**src/rtl/pci_term_pkg.sv**
```systemverilog
package pci_term_pkg;
  typedef enum logic [2:0] {
    ST_IDLE, ST_DECODE, ST_XFER, ST_ABORT, ST_RETRY, ST_TA
  } term_state_t;

  typedef enum logic [1:0] {
    OUT_NORMAL, OUT_ABORT, OUT_RETRY
  } term_out_t;
endpackage

```
**src/rtl/pci_term_decide.sv**
```systemverilog
// Start detection and frozen termination choice.
module pci_term_decide
  import pci_term_pkg::*;
(
  input  logic      clk,
  input  logic      rst_n,
  input  logic      in_idle,
  input  logic      frame_n,
  input  logic      addr_hit,
  input  logic      cmd_write,
  input  logic      abort_req,
  input  logic      retry_req_n,
  output logic      start,
  output term_out_t outcome,
  output logic      wr_q
);
  logic frame_q;

  assign start = in_idle && frame_q && !frame_n && addr_hit;

  always_ff @(posedge clk) begin
    if (!rst_n) begin
      frame_q <= 1'b1;
      outcome <= OUT_NORMAL;
      wr_q    <= 1'b0;
    end else begin
      frame_q <= frame_n;
      if (start) begin
        wr_q <= cmd_write;
        if (abort_req)
          outcome <= OUT_ABORT;
        else if (!retry_req_n)
          outcome <= OUT_RETRY;
        else
          outcome <= OUT_NORMAL;
      end
    end
  end
endmodule

```
**src/rtl/pci_term_fsm.sv**
```systemverilog
// Termination sequencer and bus control drive.
module pci_term_fsm
  import pci_term_pkg::*;
(
  input  logic        clk,
  input  logic        rst_n,
  input  logic        start,
  input  term_out_t   outcome,
  input  logic        frame_n,
  input  logic        beat,
  input  logic        be_ready,
  output term_state_t state,
  output logic        devsel_n,
  output logic        trdy_n,
  output logic        stop_n
);
  term_state_t nxt;
  logic        abort_first;

  always_comb begin
    nxt = state;
    unique case (state)
      ST_IDLE:   if (start) nxt = ST_DECODE;
      ST_DECODE: begin
        unique case (outcome)
          OUT_ABORT: nxt = ST_ABORT;
          OUT_RETRY: nxt = ST_RETRY;
          default:   nxt = ST_XFER;
        endcase
      end
      ST_XFER:   if (beat && frame_n) nxt = ST_TA;
      ST_ABORT:  if (!abort_first && frame_n) nxt = ST_TA;
      ST_RETRY:  if (frame_n) nxt = ST_TA;
      ST_TA:     nxt = ST_IDLE;
      default:   nxt = ST_IDLE;
    endcase
  end

  always_ff @(posedge clk) begin
    if (!rst_n) begin
      state       <= ST_IDLE;
      abort_first <= 1'b0;
    end else begin
      state       <= nxt;
      abort_first <= (state == ST_DECODE) && (nxt == ST_ABORT);
    end
  end

  assign devsel_n = !((state == ST_XFER) || (state == ST_RETRY) ||
                      ((state == ST_ABORT) && abort_first));
  assign stop_n   = !((state == ST_ABORT) || (state == ST_RETRY));
  assign trdy_n   = !((state == ST_XFER) && be_ready);
endmodule

```
**src/rtl/pci_term_backend.sv**
```systemverilog
// Back-end beat stream, gated to normal transfers only.
module pci_term_backend #(
  parameter int ADDR_W = 32,
  parameter int DATA_W = 32
) (
  input  logic              clk,
  input  logic              rst_n,
  input  logic              start,
  input  logic              xfer,
  input  logic              wr_q,
  input  logic              irdy_n,
  input  logic [ADDR_W-1:0] ad_in,
  input  logic              be_ready,
  input  logic [DATA_W-1:0] be_rdata,
  output logic              be_valid,
  output logic              beat,
  output logic              be_write,
  output logic [ADDR_W-1:0] be_addr,
  output logic [DATA_W-1:0] be_wdata,
  output logic [DATA_W-1:0] ad_out,
  output logic              ad_oe
);
  localparam int STEP = DATA_W / 8;
  localparam logic [ADDR_W-1:0] STEP_V = ADDR_W'(STEP);

  assign be_valid = xfer && !irdy_n;
  assign beat     = be_valid && be_ready;
  assign be_write = wr_q;
  assign be_wdata = ad_in[DATA_W-1:0];
  assign ad_out   = be_rdata;
  assign ad_oe    = xfer && !wr_q;

  always_ff @(posedge clk) begin
    if (!rst_n)
      be_addr <= '0;
    else if (start)
      be_addr <= ad_in;
    else if (beat)
      be_addr <= be_addr + STEP_V;
  end
endmodule

```
**src/rtl/pci_tgt_term_ctrl.sv**
```systemverilog
module pci_tgt_term_ctrl
  import pci_term_pkg::*;
#(
  parameter int ADDR_W = 32,
  parameter int DATA_W = 32
) (
  input  logic              clk,
  input  logic              rst_n,
  input  logic              frame_n,
  input  logic              irdy_n,
  input  logic              addr_hit,
  input  logic              cmd_write,
  input  logic [ADDR_W-1:0] ad_in,
  input  logic              abort_req,
  input  logic              retry_req_n,
  output logic              devsel_n,
  output logic              trdy_n,
  output logic              stop_n,
  output logic [DATA_W-1:0] ad_out,
  output logic              ad_oe,
  output logic              be_valid,
  input  logic              be_ready,
  output logic              be_write,
  output logic [ADDR_W-1:0] be_addr,
  output logic [DATA_W-1:0] be_wdata,
  input  logic [DATA_W-1:0] be_rdata
);
  term_state_t fsm_state;
  term_out_t   outcome;
  logic        start, wr_q, beat;

  pci_term_decide u_decide (
    .clk(clk), .rst_n(rst_n), .in_idle(fsm_state == ST_IDLE),
    .frame_n(frame_n), .addr_hit(addr_hit), .cmd_write(cmd_write),
    .abort_req(abort_req), .retry_req_n(retry_req_n),
    .start(start), .outcome(outcome), .wr_q(wr_q)
  );

  pci_term_fsm u_fsm (
    .clk(clk), .rst_n(rst_n), .start(start), .outcome(outcome),
    .frame_n(frame_n), .beat(beat), .be_ready(be_ready),
    .state(fsm_state), .devsel_n(devsel_n), .trdy_n(trdy_n), .stop_n(stop_n)
  );

  pci_term_backend #(.ADDR_W(ADDR_W), .DATA_W(DATA_W)) u_backend (
    .clk(clk), .rst_n(rst_n), .start(start), .xfer(fsm_state == ST_XFER),
    .wr_q(wr_q), .irdy_n(irdy_n), .ad_in(ad_in), .be_ready(be_ready),
    .be_rdata(be_rdata), .be_valid(be_valid), .beat(beat),
    .be_write(be_write), .be_addr(be_addr), .be_wdata(be_wdata),
    .ad_out(ad_out), .ad_oe(ad_oe)
  );
endmodule

```
**config.mk**
```make
export PLATFORM = sky130hd
export DESIGN_NAME = pci_tgt_term_ctrl
export DESIGN_NICKNAME = d
export VERILOG_FILES = /design/src/rtl/pci_term_pkg.sv /design/src/rtl/pci_term_decide.sv /design/src/rtl/pci_term_fsm.sv /design/src/rtl/pci_term_backend.sv /design/src/rtl/pci_tgt_term_ctrl.sv
export SDC_FILE = /design/constraint.sdc
export NUM_CORES = 1
export LEC_CHECK = 0
export CAP_MARGIN = 40
export CORE_UTILIZATION = 37
export DETAILED_ROUTE_END_ITERATION = 8
export GPL_TIMING_DRIVEN = 1
export PLACE_DENSITY = 0.92
export SLEW_MARGIN = 15
export SYNTH_ARGS = -nofsm -noshare
export SYNTH_HDL_FRONTEND = slang
export SYNTH_SLANG_ARGS = --single-unit
```
**constraint.sdc**
```tcl
create_clock -name clk -period 2.66 [get_ports clk]
set_input_delay 0.532 -clock clk [delete_from_list [all_inputs] [get_ports clk]]
set_output_delay 0.532 -clock clk [all_outputs]
set_load 0.05 [all_outputs]
```
# ---- Word-level counts from Yosys, hierarchy flattened
# Index checks and enable logic that the tools add are counted.
dict set report op_classes {
  eq_ne 7
  addsub 1
  reduce_logical 23
  mux 10
}
# cell n
set op_table {}
lappend op_table {{32-bit 2-to-1 mux} 2}
lappend op_table {{32-bit by 3-bit adder with 32-bit output, second input constant} 1}
lappend op_table {{3-bit case mux with 5 select lines} 1}
lappend op_table {{3-bit 2-to-1 mux} 4}
lappend op_table {{1-bit logical AND} 11}
lappend op_table {{3-bit by 2-bit equality test with 1-bit output, second input constant} 3}
lappend op_table {{1-bit logical NOT} 7}
lappend op_table {{3-bit case mux with 2 select lines} 1}
lappend op_table {{2-bit 2-to-1 mux} 2}
lappend op_table {{3-bit by 1-bit equality test with 1-bit output, second input constant} 1}
lappend op_table {{3-bit equality test, second input constant} 1}
lappend op_table {{3-bit logical NOT} 1}
lappend op_table {{1-bit logical OR} 3}
lappend op_table {{2-bit by 1-bit equality test with 1-bit output, second input constant} 1}
lappend op_table {{2-bit equality test, second input constant} 1}
lappend op_table {{2-bit nonzero test} 1}
dict set report totals {
  regBits 40
  wordCells 47
}

# ---- Depth between registers and ports, before layout
# Gate-level depths: netlist of run 1.
dict set report logic_depth {
  ltp_word 8
  ltp_mapped 7
  mapped_depth_nobuf 6
}

# ---- By module
# Synthesis of run 1 repeated with hierarchy kept, for this count alone.
dict set report hier_totals {
  cells_unflattened 344
  hier_area_um2 2846.5
}
# module cells_per_inst area_per_inst_um2 seq_area_each_um2 n_inst
set modules_own_cells {}
lappend modules_own_cells {pci_term_backend 294 2376.0 640.6 1}
lappend modules_own_cells {pci_term_fsm 32 287.8 80.1 1}
lappend modules_own_cells {pci_term_decide 16 160.2 80.1 1}
lappend modules_own_cells {pci_tgt_term_ctrl 2 22.5 0.0 1}

# ---- Least setup slack after synthesis of run 1
# Ideal clock, no wire load.
dict set report synth_timing {
  path_type {reg2out}
  startpoint {register u_fsm.state[2]}
  endpoint {output port ad_oe}
  n_path_buf 1
  arrival_time_ps 1802
  path_stages_with_launch 4
  path_slack_ps 326
  path_cell_list {dfxtp_1 > clkbuf_1 > or2b_1 > nor3_1}
}
dict set report synth_via {
  elab_chain_cells 2
}
# item line_no
set synth_rtl {}
lappend synth_rtl {{start: declaration} pci_term_fsm.sv:12} ;# output term_state_t state,
lappend synth_rtl {{start signal: assignment} pci_term_fsm.sv:44} ;# state <= nxt;
lappend synth_rtl {{3-bit by 2-bit equality test with 1-bit output} pci_tgt_term_ctrl.sv:46} ;# .clk(clk), .rst_n(rst_n), .start(start), .xfer(fsm_state == ST_XFER),
lappend synth_rtl {{1-bit logical AND} pci_term_backend.sv:31} ;# assign ad_oe = xfer && !wr_q;
lappend synth_rtl {{end: declaration} pci_tgt_term_ctrl.sv:20} ;# output logic ad_oe,
# Every way passes these cells.

# ---- Worst setup path in the final report of run 1
dict set report layout_timing {
  startpoint {input port irdy_n}
  endpoint {output port be_valid}
}
dict set report layout_via {
  elab_chain_cells 2
}
# item line_no
set layout_rtl {}
lappend layout_rtl {{start: declaration} pci_tgt_term_ctrl.sv:10} ;# input logic irdy_n,
lappend layout_rtl {{1-bit logical NOT} pci_term_backend.sv:26} ;# assign be_valid = xfer && !irdy_n;
lappend layout_rtl {{1-bit logical AND} pci_term_backend.sv:26}
lappend layout_rtl {{end: declaration} pci_tgt_term_ctrl.sv:21} ;# output logic be_valid,
# Every way passes these cells.

==> results of run 1 <==
==> power breakdown <==
group / switching (mW) / internal [mW]
sequential: 0.0533 / 0.639
combinational: 0.346 / 0.206
clock: 0.223 / 0.278
total: 0.622 / 1.12
==> timing repair <==
action	4_1_cts	5_1_grt
gates resized for setup	0	2
hold buffers	0	0
endpoints found under the setup margin	0	2
==> registers in the layout, summed over array words and instances (netlist names) <==
register and count:
u_decide.outcome 2, u_backend.be_addr 32, u_decide.wr_q 1, u_fsm.abort_first 1, u_decide.frame_q 1, u_fsm.state 3
==> per-layer routing <==
layer	global-route usage	wire length, µm
met5	0	0
met4	0.0667	99
met3	0.0524	550
met1	0.214	2870
met2	0.316	3400
==> kinds of logic (layout without fill, tap and decap cells) <==
kind of cell             after synthesis  count (layout)  synth area share
flip-flops                            40              40             0.302
buffers and inverters                 85             135             0.215
AO/OA/AOI/OAI                         74              74             0.163
adder cells (fa/ha/maj)                1               1           0.00472
AND/OR/NAND/NOR                      108             108             0.238
XOR/XNOR                              23              23            0.0761
==> area by class of cell <==
class	count	area (µm²)	area share
clock buffer	5	68.8	0.0199
clock inverter	3	42.5	0.0123
inverter	5	18.8	0.00544
multi-input combinational	206	1280	0.370
sequential	40	801	0.232
tap	96	120	0.0348
timing repair buffer	122	1120	0.325
==> final timing paths <==
path         cells past startpoint                 start                    end
max                              5                irdy_n               be_valid
min                              2  u_backend.be_addr[1]   u_backend.be_addr[1]
max reg2reg                      5  u_backend.be_addr[7]  u_backend.be_addr[31]
min reg2reg                      2  u_backend.be_addr[1]   u_backend.be_addr[1]
==> worst register-to-register path: stages (launching register included) <==
cell and delay [ps]:
dfxtp_1 460, nand3_1 250, or4_1 640, nor4_1 370, nor2_1 80, a221o_1 260
==> placed cells by master, fill, tap and decap left out, types with 2 or more instances in the layout <==
| cell | netlist | layout |
|---|---|---|
| nand3_1 | 13 | 13 |
| clkbuf_8 | 0 | 5 |
| nor3b_1 | 2 | 2 |
| a311oi_1 | 2 | 2 |
| a211oi_1 | 6 | 6 |
| a21oi_1 | 29 | 29 |
| nand4_1 | 6 | 6 |
| buf_4 | 65 | 45 |
| nor4_1 | 8 | 8 |
| and3_1 | 2 | 2 |
| nand2b_1 | 3 | 3 |
| and4_1 | 5 | 5 |
| clkdlybuf4s50_1 | 0 | 74 |
| dfxtp_1 | 40 | 40 |
| and2_1 | 2 | 2 |
| o21ai_0 | 24 | 24 |
| a31oi_1 | 5 | 5 |
| nand2_1 | 21 | 21 |
| xor2_1 | 8 | 8 |
| dlymetal6s2s_1 | 0 | 2 |
| nor2_1 | 21 | 21 |
| nor2b_1 | 3 | 3 |
| inv_1 | 4 | 4 |
| o31a_1 | 2 | 2 |
| nor3_1 | 6 | 6 |
| xnor2_1 | 15 | 15 |
| nor4_2 | 2 | 2 |
==> stage by stage <==
stage	utilization	hold slack (ps)	area (µm²)	worst slack [ps]	instances
floorplan	-	445	2650	326	331
global placement	0.486	442	3340	42.5	469
detailed placement	0.486	459	3340	16.7	469
CTS	0.502	471	3450	46.8	477
global route	0.503	500	3450	97.7	477
finish	0.503	466	3450	175	477
==> summary.txt, run 1 <==
Outcome
  • Outcome: finished clean

STA
  • Final Max Tran Viols: 0
  • Final Cycle Share: 0.934
  • Skew final: 9.55 ps
  • RSZ-0062 raised after global routing: false
  • Worst slew pin tran: about 530 ps
  • Minimum clock period: roughly 2500 ps
  • Slew headroom: 0.649
  • Setup TNS: 0 ps
  • Final setup vio count: 0
  • Fmax: roughly 400 MHz
  • Fin. Hold Viols: 0

Yosys
  • Top-count cell post-synth: buf_4
  • Asr flop ratio synth: 0
  • Distinct cells, synth: 48
  • Area contributors post-synth: dfxtp_1 (30%), buf_4 (18%), a21oi_1 (5.5%)
  • Synth top area share: 0.302
  • Synth area leader: dfxtp_1
  • Synth Flop Type: dfxtp_1
  • #FFs+latches synth: 40
  • EDFF count, synth: 0
  • Syn_nets: 405
  • Total number of yosys warnings: 0
  • Synthesized area: 2650 µm²
  • Seq/Total Area, Yosys: 0.302
  • Mapped Cells: 331
  • Syn Area/Cell: 8.00 µm²
  • Top cells by count, synth: buf_4 (65), dfxtp_1 (40), a21oi_1 (29), o21ai_0 (24)

CTS
  • Clk pin slew, worst setup/hold paths: 90 ps
  • CTS root buf: clkbuf_8
  • TritonCTS Buffers: 5
  • CTS tree: yes
  • Buffer levels on the longest clock path: 2
  • Postcts setup bufs: 0
  • CTS sink cnt: 40
  • H-tree Lvls: 2
  • Clk Latency, worst-skew pair: 300 ps

Run
  • Total of max-cap violations: 0

Die
  • Io pins: 175
  • Core box area: between 6000 and 7000 µm²
  • Die footprint: 7500 µm²
  • Die Y: approximately 87 µm
  • Starting Density: 0.386
  • Die width: 86.6 µm
  • Row count: 30

Critical path
  • R2r setup slk: 490 ps
  • Crit. End Element: output pin
  • Worst setup SP type: input pin
  • Worst path slowest cell: or3b_1
  • WP data arrival: 1950 ps
  • Buf/Inv on CP: 3
  • Slowest stage delay, CP: 450 ps
  • Required @ worst endpoint: roughly 2100 ps
  • Crit Path Category: in -> out
  • Crit Path Max Fanout: 6
  • Critical path cell sequence: clkdlybuf4s50_1 -> or3b_1 -> buf_4 -> nor2_1 -> buf_12
  • Cell family with most CP delay: buffers and inverters

Detailed routing
  • Drt first-iter violations: 191
  • 1st-pass router iterations: 4
  • Post-route ant nets: 0
  • Via count: approximately 2.5k
  • Residual DRC: 0
  • Routed WL: 6910 µm
  • DR vias/cell: between 5 and 6
  • Wire per inst: 14.5 µm

Place
  • HPWL after DPL: 5330 µm
  • GP Congestion: 0.839
  • Port bufs: 110

Layout
  • Diode count: 0
  • NumNets Final: 454
  • P&R area growth vs syn: 30.3%
  • Number of fill cells: roughly 670
  • Layout cell share with drive strength beyond 1: 0.165

Pwr
  • Power per standard cell area: 505 nW/µm²
  • Peak VDD IR: 0.297 mV
  • Total Power: approximately 1.7 mW
  • Pleak: 1.24 nW

Global route
  • Antenna violations before repair: 0
  • Vias in the first global route: 2,341
  • Largest net degree at the start of global routing: 35
  • GRT Overall Usage: 0.182
  • Total gr overflow: 0
  • First-pass GRT wire length: 10,800 µm

Worst hold path
  • Worst hold-check path type: reg -> reg
Note: power is estimated with default switching activity, not from simulation.
==> run 2, diff against run 1 <==
Settings changed: PLACE_DENSITY 0.92 to 0.82.
==> run 2 against run 1 <==
- final cell count unchanged
- routed wire length down 4.4%
- worst setup slack worse by 62 ps
- non-clock buffer count up 1
- worst hold slack worse by 6.9 ps
- clock skew down 2.9 ps
- sequential power about the same
- register-to-register slack worse by 30 ps
- sequential cell count unchanged
- critical path depth unchanged
- global-route usage down 0.30 points
- critical path type unchanged
==> summary.txt, run 2 (synthesis results as in run 1) <==
STA
  • Setup TNS: 0 ps (unchanged)
  • Final setup vio count: 0 (unchanged)
  • Skew final: 6.69 ps (-2.86 ps)
  • Worst Hold Margin: 459 ps (-6.94 ps)
  • Fin. Hold Viols: 0 (unchanged)
  • Fmax: 393 MHz (-2.4%)
  • Worst slew pin tran: 536 ps (+10.5 ps)
  • RSZ-0062 raised after global routing: false
  • Final Cycle Share: 0.957 (+0.0231)
  • Minimum clock period: 2550 ps (+61.5 ps)
  • Slew headroom: 0.642 (-0.00702)
  • Final Max Tran Viols: 0 (unchanged)

Critical path
  • Worst setup SP type: input pin
  • WP data arrival: 2010 ps (+60 ps)
  • Required @ worst endpoint: 2130 ps (about the same)
  • Crit. End Element: output pin
  • Crit Path Category: in -> out
  • Crit Path Max Fanout: 5 (-1)

Die
  • Row count: 30 (unchanged)
  • Core box area: 6870 µm² (unchanged)
  • Die Y: 86.6 µm (unchanged)
  • Starting Density: 0.386 (unchanged)
  • Die width: 86.6 µm (unchanged)
  • Io pins: 175 (unchanged)
  • Die footprint: 7500 µm² (unchanged)

Detailed routing
  • Via count: 2,452 (-0.89%)
  • Residual DRC: 0 (unchanged)
  • Drt first-iter violations: 93 (-51%)
  • Routed WL: 6610 µm (-4.4%)
  • DR vias/cell: 5.14 (-0.89%)
  • 1st-pass router iterations: 4 (unchanged)
  • Post-route ant nets: 0 (unchanged)
  • Wire per inst: 13.9 µm (-4.4%)

Pwr
  • Pleak: 1.24 nW (-0.23%)
  • Power per standard cell area: 473 nW/µm² (-6.5%)
  • Peak VDD IR: 0.219 mV (-26%)

Place
  • Port bufs: 110 (unchanged)
  • HPWL after DPL: 4980 µm (-6.5%)
  • GP Congestion: 0.817 (-2.6%)
  • Placed cells: 470 (+0.21%)

Global route
  • Antenna violations before repair: 0 (unchanged)
  • GRT Overall Usage: 0.179 (-0.00305)
  • Total gr overflow: 0 (unchanged)
  • Largest net degree at the start of global routing: 53 (+51%)
  • First-pass GRT wire length: 10,700 µm (-0.70%)
  • Vias in the first global route: 2,293 (-2.1%)

Layout
  • Seq. cell area: 801 µm² (unchanged)
  • Most frequent cells in the layout: clkdlybuf4s50_1 (75), buf_4 (45), dfxtp_1 (40)
  • Non-Filler Instances: 477 (unchanged)
  • Top Registers: u_backend.be_addr x32, u_fsm.state x3, u_decide.outcome x2
  • Number of fill cells: 685 (+3.0%)
  • Commonest non-fill, non-tap cell in the layout: clkdlybuf4s50_1
  • Area of the multi-input gates: 1280 µm² (unchanged)
  • NumNets Final: 455 (+0.22%)
  • Biggest register: u_backend.be_addr
  • P&R area growth vs syn: 29.7%
  • Max FFs per register: 32 (unchanged)
  • Diode count: 0 (unchanged)
  • Layout cell share with drive strength beyond 1: 0.163 (-0.00262)

Run
  • Total of max-cap violations: 0 (unchanged)

CTS
  • CTS tree: yes
  • CTS sink cnt: 40 (unchanged)
  • Clk pin slew, worst setup/hold paths: 70 ps (-20 ps)
  • H-tree Lvls: 2 (unchanged)
  • Postcts setup bufs: 0 (unchanged)
  • Clk Latency, worst-skew pair: 280 ps (-20 ps)
  • CTS root buf: clkbuf_8
  • TritonCTS Buffers: 5 (unchanged)
  • Buffer levels on the longest clock path: 2 (unchanged)

Worst hold path
  • Worst hold-check path type: reg -> reg

Outcome
  • Outcome: finished clean
run 2: final cells by class:
| type | instances | area share |
|---|---|---|
| well taps | 96 | 0.0350 |
| clock buffers | 6 | 0.0211 |
| clock inverters | 1 | 0.00146 |
| flip-flops and latches | 40 | 0.233 |
| multi-input cells | 206 | 0.372 |
| repair buffers | 123 | 0.332 |
| inverters | 5 | 0.00546 |
run 2: through the flow:
| stage | util | power [mW] | setup WS (ps) | area, µm² |
|---|---|---|---|---|
| finish | 0.500 | 1.62 | 114 | 3440 |
| global route | 0.500 | 1.70 | 17.4 | 3440 |
| CTS | 0.500 | 1.64 | 107 | 3430 |
| detailed placement | 0.489 | 1.26 | 36.7 | 3360 |
| global placement | 0.489 | 1.25 | 48.3 | 3360 |
| floorplan | - | 1.20 | 326 | 2650 |
run 2: path summary, 6_finish.rpt:
| kind | slack [ps] | end | startpoint | cells after the start |
|---|---|---|---|---|
| min | 460 | u_backend.be_addr[0] | u_backend.be_addr[0] | 2 |
| min reg2reg | 460 | u_backend.be_addr[0] | u_backend.be_addr[0] | 2 |
| max | 110 | be_valid | irdy_n | 5 |
| max reg2reg | 460 | u_backend.be_addr[31] | u_backend.be_addr[8] | 5 |
run 2: timing repair:
action | 4_1_cts | 5_1_grt
hold buffers | 0 | 0
endpoints found under the setup margin | 0 | 1
gates resized for setup | 0 | 1
run 2: critical path, cell delays in order:
cell,delay (ps)
clkdlybuf4s50_1,440
or3b_1,430
buf_4,190
nor2_1,240
buf_12,180
run 2: report_power, final:
part	switching (mW)	total, mW	internal (mW)
sequential	0.0534	0.692	0.639
clock	0.202	0.380	0.179
combinational	0.343	0.551	0.208
total	0.598	1.62	1.03
run 2: per-layer routing:
layer,track usage,vias up,wire length [µm]
met4,0.0515,0,79
met3,0.0476,16,489
met1,0.226,1133,2860
met5,0,-,0
met2,0.301,91,3180
li1,-,1212,-
